## config.mk

```make
export PLATFORM = sky130hd
export DESIGN_NAME = i2c_irq_vector
export DESIGN_NICKNAME = d
export VERILOG_FILES = /design/src/rtl/i2c_irq_vector.sv
export SDC_FILE = /design/constraint.sdc
export NUM_CORES = 1
export LEC_CHECK = 0
export CORE_MARGIN = 2
export CORE_UTILIZATION = 42
export DETAILED_ROUTE_END_ITERATION = 12
export PLACE_DENSITY = 0.75
export SYNTH_ARGS = -nofsm -noshare
export SYNTH_HDL_FRONTEND = slang
export SYNTH_SLANG_ARGS = --single-unit
```

## constraint.sdc

```tcl
create_clock -name clk -period 1.7 [get_ports clk]
set_clock_uncertainty 0.15 [all_clocks]
set_input_delay 0.34 -clock clk [delete_from_list [all_inputs] [get_ports clk]]
set_output_delay 0.34 -clock clk [all_outputs]
set_load 0.05 [all_outputs]
```

## src/rtl/i2c_irq_vector.sv

```systemverilog
module i2c_irq_vector #(
  parameter int NEV = 7,
  parameter int DW  = 8
) (
  input  logic          clk,
  input  logic          rst,
  input  logic [NEV-1:0] ev_i,
  input  logic [1:0]    reg_addr,
  input  logic          reg_wr,
  input  logic          reg_rd,
  input  logic [DW-1:0] reg_wdata,
  output logic [DW-1:0] reg_rdata,
  output logic          irq_o,
  output logic          dma_rx_o,
  output logic          dma_tx_o
);
  localparam int VW = $clog2(NEV + 1);
  localparam int RXB = 3;
  localparam int TXB = 4;
  localparam logic [1:0] A_STAT = 2'd0;
  localparam logic [1:0] A_MASK = 2'd1;
  localparam logic [1:0] A_VEC  = 2'd2;

  logic [NEV-1:0] flags, mask, pend, pick, flags_d, mask_d, ev_q;
  logic [VW-1:0]  vec;
  logic           irq_q, rx_q, tx_q;

  wire vec_rd = reg_rd && reg_addr == A_VEC;
  wire st_wr  = reg_wr && reg_addr == A_STAT;
  wire mk_wr  = reg_wr && reg_addr == A_MASK;

  assign pend = flags & mask;

  always_comb begin
    vec  = '0;
    pick = '0;
    for (int i = NEV - 1; i >= 0; i--) begin
      if (pend[i]) begin
        vec     = VW'(i + 1);
        pick    = '0;
        pick[i] = 1'b1;
      end
    end
  end

  wire [NEV-1:0] w1c = st_wr ? reg_wdata[NEV-1:0] : '0;
  wire [NEV-1:0] rdc = vec_rd ? pick : '0;

  assign flags_d = (flags & ~w1c & ~rdc) | ev_i;
  assign mask_d  = mk_wr ? reg_wdata[NEV-1:0] : mask;

  always_ff @(posedge clk) begin
    if (rst) begin
      flags <= '0;
      mask  <= '0;
      irq_q <= 1'b0;
      ev_q  <= '0;
      rx_q  <= 1'b0;
      tx_q  <= 1'b0;
    end else begin
      flags <= flags_d;
      mask  <= mask_d;
      irq_q <= !vec_rd && |(flags_d & mask_d);
      ev_q  <= ev_i;
      rx_q  <= ev_i[RXB] && !ev_q[RXB];
      tx_q  <= ev_i[TXB] && !ev_q[TXB];
    end
  end

  always_comb begin
    case (reg_addr)
      A_STAT:  reg_rdata = DW'(flags);
      A_MASK:  reg_rdata = DW'(mask);
      A_VEC:   reg_rdata = DW'(vec);
      default: reg_rdata = '0;
    endcase
  end

  assign irq_o    = irq_q;
  assign dma_rx_o = rx_q;
  assign dma_tx_o = tx_q;

  p_reset_state_r1: assert property (@(posedge clk) disable iff (rst)
    $fell(rst) |-> (flags == '0 && mask == '0 && !irq_o && !dma_rx_o && !dma_tx_o));

  p_event_sticks_r2: assert property (@(posedge clk) disable iff (rst)
    (ev_i != '0) |=> ((flags & $past(ev_i)) == $past(ev_i)));

  p_irq_needs_pending_r4: assert property (@(posedge clk) disable iff (rst)
    irq_o |-> (pend != '0));

  p_read_clears_one_r6: assert property (@(posedge clk) disable iff (rst)
    (vec_rd && vec != '0 && ev_i == '0 && !st_wr)
      |=> ($countones(flags) + 1 == $past($countones(flags))));

  p_gap_after_read_r7: assert property (@(posedge clk) disable iff (rst)
    vec_rd |=> !irq_o);

  p_rx_single_r8: assert property (@(posedge clk) disable iff (rst)
    dma_rx_o |=> !dma_rx_o);

  p_tx_single_r8: assert property (@(posedge clk) disable iff (rst)
    dma_tx_o |=> !dma_tx_o);
endmodule

```

# After elaboration in Yosys (flattened, before gate mapping)
# Cells that the tools add are included.
[word_totals]
ff_bits = 22
inputBits = 21
[classes]
eq_ne = 2
mux = 18
bitwise = 7
reduce_logical = 11
[op_table]
columns = ["operator", "n"]
rows = [
  ["two-way mux 7 bit", 10],
  ["bitwise AND 7 bit", 4],
  ["two-way mux 3 bit", 7],
  ["one-hot mux 7 bit (3 select lines)", 1],
  ["inverter 7 bit", 2],
  ["bitwise OR 7 bit", 1],
  ["OR reduction 7 bit", 1],
  ["logical AND 1 bit", 6],
  ["logical NOT 1 bit", 3],
  ["== test 2 x 1 -> 1 bit (second input constant)", 1],
  ["== test 2 bit (second input constant)", 1],
  ["logical NOT 2 bit", 1],
]

# Depth between registers and ports, before layout
# Gate-level depths: netlist (run 1).
[logic_depth]
depth_word = 15
depth_mapped = 6
depth_no_buf = 5

# Worst setup path before layout (run 1)
# OpenSTA, ideal clock, no wires.
[synth_path]
kind = "register -> output"
startpoint = "register flags[4]"
endpoint = "output port reg_rdata[1]"
arrival_ns = 1.598
required_ns = 1.210
path_slack_ns = -0.388
path_stages_with_launch = 6
path_cell_list = "dfxtp_1 a22oi_1 a21bo_1 nand2_1 a31oi_1 o21ai_1"
[synth_via]
elab_chain_cells = 7
[synth_rtl]
columns = ["element", "line", "text"]
rows = [
  ["from (decl)", "24", "logic [NEV-1:0] flags, mask, pend, pick, flags_d, mask_d, ev_q;"],
  ["from (signal assigned)", "61", "flags <= flags_d;"],
  ["bitwise AND 7 bit", "32", "assign pend = flags & mask;"],
  ["two-way mux 3 bit (5 in a row)", "38", "if (pend[i]) begin"],
  ["one-hot mux 7 bit (3 select lines)", "71", "case (reg_addr)"],
  ["to (decl)", "12", "output logic [DW-1:0] reg_rdata,"],
]
# Every way passes these cells.

# Worst setup path in the final report (run 1)
[layout_path]
startpoint = "register flags[3]"
endpoint = "output port reg_rdata[0]"
[layout_via]
elab_chain_cells = 6
[layout_rtl]
columns = ["element", "line"]
rows = [
  ["bitwise AND 7 bit", "32"],
  ["two-way mux 3 bit (4 in a row)", "38"],
  ["one-hot mux 7 bit (3 select lines)", "71"],
]
# Every way passes these cells.

==> results of run 1 <==
==> routing by layer <==
layer	share of wire	global-route usage	vias up	routed length, µm
li1	-	-	637	-
met4	0.036	0.132	0	159
met2	0.52	0.485	94	2280
met3	0.068	0.0398	27	298
met1	0.38	0.323	667	1670
met5	0	0	-	0
==> where the power goes <==
group	internal [mW]	switching (mW)
Sequential	0.473	0.0251
Clock	0.0878	0.150
Combinational	0.240	0.211
==> cell families after synthesis <==
kind of cell | after synthesis | share of synthesized area
and+or+nand+nor | 55 | 0.275
AOI/OAI and AO/OA | 31 | 0.211
DFF | 19 | 0.341
buffers and inverters | 14 | 0.0707
muxes | 11 | 0.0988
other | 1 | 0.00336
==> layout make-up <==
type	count	area, µm²	share of cell area
Clock buffer	3	22.5	0.0104
Clock inverter	1	5.00	0.00232
Inverter	8	30.0	0.0139
Multi-Input combinational cell	98	832	0.386
Sequential cell	19	398	0.185
Tap cell	30	37.5	0.0174
Timing Repair Buffer	81	831	0.385
==> Yosys cell counts (all sizes together) (2+ instances only) <==
master,number
nor2,20
a311oi,3
o22ai,2
and2,3
inv,8
o21ai,4
a221oi,4
nand2,10
nor3,2
nor3b,2
a21oi,2
nor4,3
a22oi,2
nor2b,5
dfxtp,19
clkbuf,2
mux2i,11
buf,4
a31oi,5
==> flip-flops by register name (all words and copies together), names as in the netlist <==
name	flops
flags	7
ev_q	2
dma_tx_o	1
dma_rx_o	1
irq_o	1
mask	7
==> through the flow <==
| stage | instances | setup TNS (ns) | worst slack [ns] | utilization |
|---|---|---|---|---|
| finish | 240 | -1.40 | -0.460 | 0.862 |
| global placement | 229 | -6.20 | -0.547 | 0.747 |
| CTS | 238 | -1.29 | -0.474 | 0.825 |
| detailed placement | 229 | -7.16 | -0.594 | 0.747 |
| floorplan | 131 | -0.190 | -0.0453 | - |
| global route | 240 | -1.85 | -0.529 | 0.862 |
==> worst max-delay path, cell delays in order (launching register included) <==
cell      delay [ns]
dfxtp_2         0.36
and2_1          0.17
o211ai_1        0.18
buf_4           0.16
a31oi_2         0.11
o22ai_4         0.22
buf_12          0.16
==> worst min-delay path by stage <==
stage | startpoint | endpoint | depth (start not counted) | slack (ns)
global route | ev_q[4] | dma_tx_o | 1 | 0.28
global placement | ev_q[3] | dma_rx_o | 1 | 0.23
detailed placement | ev_q[3] | dma_rx_o | 1 | 0.23
finish | ev_q[3] | dma_rx_o | 1 | 0.25
CTS | ev_q[3] | dma_rx_o | 1 | 0.25
floorplan | ev_q[3] | dma_rx_o | 1 | 0.22
==> what timing repair did <==
action	in CTS	in global routing
setup buffers	5	2
setup endpoints to repair	10	9
pin swaps	14	4
gates resized for setup	43	21
hold buffers	0	0
==> reports/metrics.cfg, run 1 <==
[outcome]
status=complete, but fails checks
violations=negative setup slack

[drt]
wl_mm=4.40
avgViaCountPerCell=5.94
firstDrtPassIters=5
antenna_left=0
vias=1425
post_drt_wl_per_cell_um=18.3
drt_iter0_markers=71
post-route-drc-count=0

[placed_design]
dp_hpwl_mm=2.97
placed_area_um2=1870
portBuffers=29
place.gp.congestion=0.969

[critical_path]
arrival_ns=1.67
start_kind=flop
ff2ff_path_depth=6
crit_path_max_fanout=3
r2r_slack_ns=-0.12
crit_path_start=flags[3]
path_class=reg2out
end_kind=output pin
crit_end=reg_rdata[0]
r2r-start=flags[0]
critPathRequiredTime_ns=1.21
reg2reg_to=irq_o

[cts]
clk_latency_ns=0.30
clock_sinks=19
h-tree-depth=1
root_buffer=clkbuf_4
cts_tree=built
clkSlewWorstSetupHoldPaths_ns=0.12
cts_inserted_buffers=3
clock_path_buffers=2

[die]
rows=18
die_h_um=55.5
core_area_um2=2500
die_area_um2=3080
die_w_um=55.5
initial_utilization=0.446
ios=32

[global_routing]
grt_max_degree=12
grt_pass1_vias=1456
grt_pass1_wl_mm=6.67
grt_use_total=0.275
antenna_found_initial=0
grt_overflow=0

[final_layout]
drive_gt1_frac=0.524
fin_nets=232
final_common_cell=buf_4
mostFrequentLayoutCells=buf_4 (43), nor2_1 (18), clkdlybuf4s50_1 (15)
syn2layout_area_growth_pct=93.4
n_fill_cell=136
diodes=0
stdcell_area_um2=2160

[timing]
drv_slew=0
fin_crit_sh=1.27
layout_min_cycle_time_ns=2.16
final-setup-viol-count=5
final.setup.worst_slack_ns=-0.460
hold_slack_ns=0.252
finalHoldViolCount=0
rsz0062_at_grt=true
max_freq_mhz=463

[yosys]
syn_inst=131
ys_types=42
syn_nets=152
synth_ff_type=dfxtp_1
synth_area_per_cell_um2=8.51
ys_seq_area_frac=0.341
synth.area.top_cells=dfxtp_1 (34%), mux2i_1 (9.9%), nor2_1 (6.7%)
synth_edf_count=0
synth.top_cell.area_share=0.341
ys_warn_count=0
synth_area_leader_cell=dfxtp_1
ys_ff_latch=19
async_flop_share=0
synth_area_um2=1110

[pwr]
power_density_nw_per_um2=550
leakagePower_nw=0.915
p_total_mw=1.19
vdd_drop_max_v=0.000645

[min_path]
hp-class=reg2reg

[flow_run]
drv_cap=0

(Power assumes the default switching activity.)
==> inputs of run 2 (changes only) <==
Settings changed: SKIP_CTS_REPAIR_TIMING from default to 1.
==> reports/metrics.cfg, run 2 (same netlist as run 1, synthesis figures left out) <==
[critical_path]
path_class=reg2out
end_kind=output pin
crit_path_max_fanout=2  ; -1
arrival_ns=1.70  ; +0.03 ns
critPathRequiredTime_ns=1.21  ; about the same
start_kind=flop

[outcome]
violations=negative setup slack
status=complete, but fails checks

[die]
die_h_um=55.5  ; unchanged
ios=32  ; unchanged
rows=18  ; unchanged
die_w_um=55.5  ; unchanged
core_area_um2=2500  ; unchanged
initial_utilization=0.446  ; unchanged
die_area_um2=3080  ; unchanged

[global_routing]
antenna_found_initial=0  ; unchanged
grt_overflow=0  ; unchanged
grt_max_degree=12  ; unchanged
grt_pass1_vias=1334  ; -8.4%
grt_pass1_wl_mm=5.95  ; -11%
grt_use_total=0.243  ; -0.0319

[final_layout]
drive_gt1_frac=0.552  ; +0.0286
stdcell_area_um2=2210  ; +2.3%
syn2layout_area_growth_pct=97.9
final_common_cell=buf_4
reg.largest.list=flags (7), mask (7), ev_q (2)
diodes=0  ; unchanged
fin_nets=232  ; unchanged
n_fill_cell=117  ; -14%
mostFrequentLayoutCells=buf_4 (42), nor2_1 (17), clkdlybuf4s50_1 (15)

[pwr]
p_total_mw=1.20  ; +1.5%
p_sw_mw=0.401  ; +3.8%
vdd_drop_max_v=0.000670  ; +3.8%
intPower_mw=0.804  ; +0.35%
power_density_nw_per_um2=546  ; -0.84%
pwr-share-clk=0.203  ; +0.003
comb_power_share=0.382  ; +0.002
seqPwrFrac=0.415  ; -0.005
leakagePower_nw=0.924  ; +1.1%
netSwitchingFraction=0.333  ; +0.00738

[drt]
drt_iter0_markers=63  ; -11%
vias=1390  ; -2.5%
post-route-drc-count=0  ; unchanged
wl_mm=4.59  ; +4.3%
firstDrtPassIters=5  ; unchanged
avgViaCountPerCell=5.79  ; -2.5%
post_drt_wl_per_cell_um=19.1  ; +4.3%
antenna_left=0  ; unchanged

[flow_run]
drv_cap=0  ; unchanged

[timing]
drv_slew=0  ; unchanged
layout_min_cycle_time_ns=2.19  ; +0.0350 ns
fin_crit_sh=1.29  ; +0.0206
rsz0062_at_grt=true
final.setup.worst_slack_ns=-0.495  ; -0.0350 ns
finalHoldViolCount=0  ; unchanged
max_freq_mhz=456  ; -1.6%
final-setup-viol-count=5  ; unchanged

[cts]
cts_inserted_buffers=3  ; unchanged
clk_latency_ns=0.31  ; about the same
cts_tree=built
clock_path_buffers=2  ; unchanged
h-tree-depth=1  ; unchanged
root_buffer=clkbuf_4
clkSlewWorstSetupHoldPaths_ns=0.11  ; about the same
clock_sinks=19  ; unchanged

[placed_design]
place.gp.congestion=0.969  ; unchanged
dp_hpwl_mm=2.97  ; unchanged
placed_area_um2=1870  ; unchanged
portBuffers=29  ; unchanged

[min_path]
hp-class=reg2reg

==> run 2: area by class of cell <==
class                           count  area [µm²]  area share
Clock inverter                      1        5.00     0.00227
Timing Repair Buffer               81         822       0.373
Multi-Input combinational cell     98         890       0.403
Inverter                            8        30.0      0.0136
Tap cell                           30        37.5      0.0170
Clock buffer                        3        22.5      0.0102
Sequential cell                    19         399       0.181
==> run 2: metrics by stage <==
| stage | hold WS, ns | util | cells | TNS [ns] | setup WS [ns] |
|---|---|---|---|---|---|
| final | 0.254 | 0.882 | 240 | -1.66 | -0.495 |
| after global routing | 0.270 | 0.882 | 240 | -2.08 | -0.568 |
| after CTS | 0.254 | 0.758 | 233 | -3.71 | -0.553 |
| after detailed placement | 0.234 | 0.747 | 229 | -7.16 | -0.594 |
| after global placement | 0.227 | 0.747 | 229 | -6.20 | -0.547 |
| after floorplan | 0.217 | - | 131 | -0.190 | -0.0453 |
==> run 2: critical path: stages (launching register included) <==
cell      delay [ns]
dfxtp_2         0.35
nand2_2         0.09
a32oi_1         0.09
o211ai_1        0.22
buf_4           0.18
a31oi_4         0.09
o22ai_4         0.21
buf_12          0.16
==> run 2: power by group through the flow <==
stage	registers [mW]	logic, mW	clock network, mW
2_1_floorplan	0.516	0.154	0
3_5_place_dp	0.503	0.378	0
5_1_grt	0.503	0.480	0.265
4_1_cts	0.493	0.380	0.239
6_report	0.500	0.460	0.244
3_3_place_gp	0.501	0.372	0
==> run 2: worst paths after layout <==
| check | from | endpoint | slack [ns] | cells after the start |
|---|---|---|---|---|
| worst max-delay path | flags[5] | reg_rdata[0] | -0.49 | 7 |
| worst min-delay path | ev_q[4] | dma_tx_o | 0.25 | 1 |
| worst max register to register | flags[0] | irq_o | 0.01 | 6 |
| worst min register to register | ev_q[4] | dma_tx_o | 0.25 | 1 |
==> run 2: per-layer routing <==
layer	global-route usage	wire length [µm]
met1	0.311	1770
met4	0.111	89
met3	0.0375	289
met2	0.400	2440
met5	0	0
==> inputs of run 3 (changes only) <==
Settings changed: CORE_ASPECT_RATIO from default to 1.1, PLACE_DENSITY 0.75 to 0.73.
==> reports/metrics.cfg, run 3 (same netlist as run 1, synthesis figures left out) <==
[critical_path]
arrival_ns=1.77  ; +0.07 ns
crit_path_start=flags[5]
end_kind=output pin
r2r_slack_ns=-0.09  ; -0.10 ns
reg2reg_to=irq_o
start_kind=flop
path_class=reg2out
crit_end=reg_rdata[0]
crit_path_max_fanout=2  ; unchanged
critPathRequiredTime_ns=1.21  ; about the same
r2r-start=mask[0]
ff2ff_path_depth=6  ; unchanged

[timing]
final-setup-viol-count=4  ; -1
setup-tns-final_ns=-1.50  ; +0.160 ns
layout_min_cycle_time_ns=2.26  ; +0.0609 ns
finalHoldViolCount=0  ; unchanged
drv_slew=0  ; unchanged
fin_crit_sh=1.33  ; +0.0358
final.setup.worst_slack_ns=-0.556  ; -0.0609 ns
max_freq_mhz=443  ; -2.7%
rsz0062_at_grt=true

[outcome]
violations=negative setup slack
status=complete, but fails checks

[final_layout]
utilization=0.801  ; -0.0815
final_common_cell=buf_4
drive_gt1_frac=0.460  ; -0.0920
multi_input_area_um2=774  ; -13%
regArea_um2=394  ; -1.3%
n_fill_cell=184  ; +57%
syn2layout_area_growth_pct=81.0
mostFrequentLayoutCells=buf_4 (39), nor2_1 (17), clkdlybuf4s50_1 (16)
finalNonFillerCells=233  ; -2.9%
stdcell_area_um2=2020  ; -8.5%
diodes=0  ; unchanged
reg.largest.list=flags (7), mask (7), ev_q (2)
fin_nets=224  ; -3.4%

[drt]
vias=1348  ; -3.0%
antenna_left=0  ; unchanged
wl_mm=4.01  ; -13%
post-route-drc-count=0  ; unchanged
post_drt_wl_per_cell_um=17.2  ; -10%
firstDrtPassIters=4  ; -1
avgViaCountPerCell=5.79  ; -0.11%
drt_iter0_markers=50  ; -21%

[placed_design]
place.gp.congestion=0.962  ; -0.69%
portBuffers=29  ; unchanged
dp_cells=226  ; -1.3%
placed_area_um2=1840  ; -1.5%
dp_hpwl_mm=2.92  ; -1.8%

[global_routing]
grt_overflow=0  ; unchanged
antenna_found_initial=0  ; unchanged
grt_pass1_vias=1359  ; +1.9%
grt_use_total=0.273  ; +0.0300
grt_pass1_wl_mm=6.12  ; +2.9%
grt_max_degree=19  ; +7

[die]
rows=19  ; +1
die_area_um2=3080  ; about the same
core_area_um2=2520  ; +0.80%
initial_utilization=0.442  ; -0.00354
die_w_um=53.1  ; -4.3%
ios=32  ; unchanged
die_h_um=58.0  ; +4.5%

[pwr]
leakagePower_nw=0.881  ; -4.7%
p_total_mw=1.14  ; -5.0%
vdd_drop_max_v=0.000628  ; -6.3%
power_density_nw_per_um2=567  ; +3.9%

[cts]
clock_path_buffers=2  ; unchanged
h-tree-depth=1  ; unchanged
root_buffer=clkbuf_4
clk_latency_ns=0.31  ; about the same
clkSlewWorstSetupHoldPaths_ns=0.12  ; about the same
cts_inserted_buffers=3  ; unchanged
cts_tree=built
clock_sinks=19  ; unchanged

[flow_run]
drv_cap=0  ; unchanged

[min_path]
hp-class=reg2reg

==> run 3: power by group <==
part           switching (mW)  internal [mW]
Clock                   0.149         0.0879
Sequential             0.0236          0.473
Combinational           0.194          0.217
==> run 3: worst min-delay path by stage <==
stage	startpoint	end	cells after the start
after CTS	ev_q[3]	dma_rx_o	1
after floorplan	ev_q[3]	dma_rx_o	1
final	ev_q[3]	dma_rx_o	1
after global placement	ev_q[3]	dma_rx_o	1
after detailed placement	ev_q[3]	dma_rx_o	1
after global routing	ev_q[3]	dma_rx_o	1
==> run 3: final cells by class <==
cell class / instances / share of cell area
Sequential cell: 19 / 0.195
Clock inverter: 1 / 0.00248
Timing Repair Buffer: 73 / 0.373
Inverter: 8 / 0.0149
Multi-Input combinational cell: 98 / 0.384
Clock buffer: 3 / 0.0112
Tap cell: 31 / 0.0192
==> run 3: per-layer routing <==
metal / up-vias / share of wire / GRT usage
met5: - / 0 / 0
met3: 11 / 0.053 / 0.0387
li1: 621 / - / -
met4: 0 / 0.025 / 0.136
met1: 654 / 0.37 / 0.306
met2: 62 / 0.55 / 0.493
==> run 3: through the flow <==
step                      hold slack, ns  setup WS, ns
after CTS                          0.245        -0.705
final                              0.240        -0.556
after global placement             0.224        -0.630
after global routing               0.259        -0.596
after detailed placement           0.230        -0.689
after floorplan                    0.217       -0.0453
==> run 3: worst max-delay path, cell delays in order, from the launching register on <==
cell	delay, ns
dfxtp_2	0.34
nand2_2	0.08
a32oi_1	0.09
o211ai_1	0.38
a31oi_2	0.18
o22ai_4	0.22
buf_12	0.16
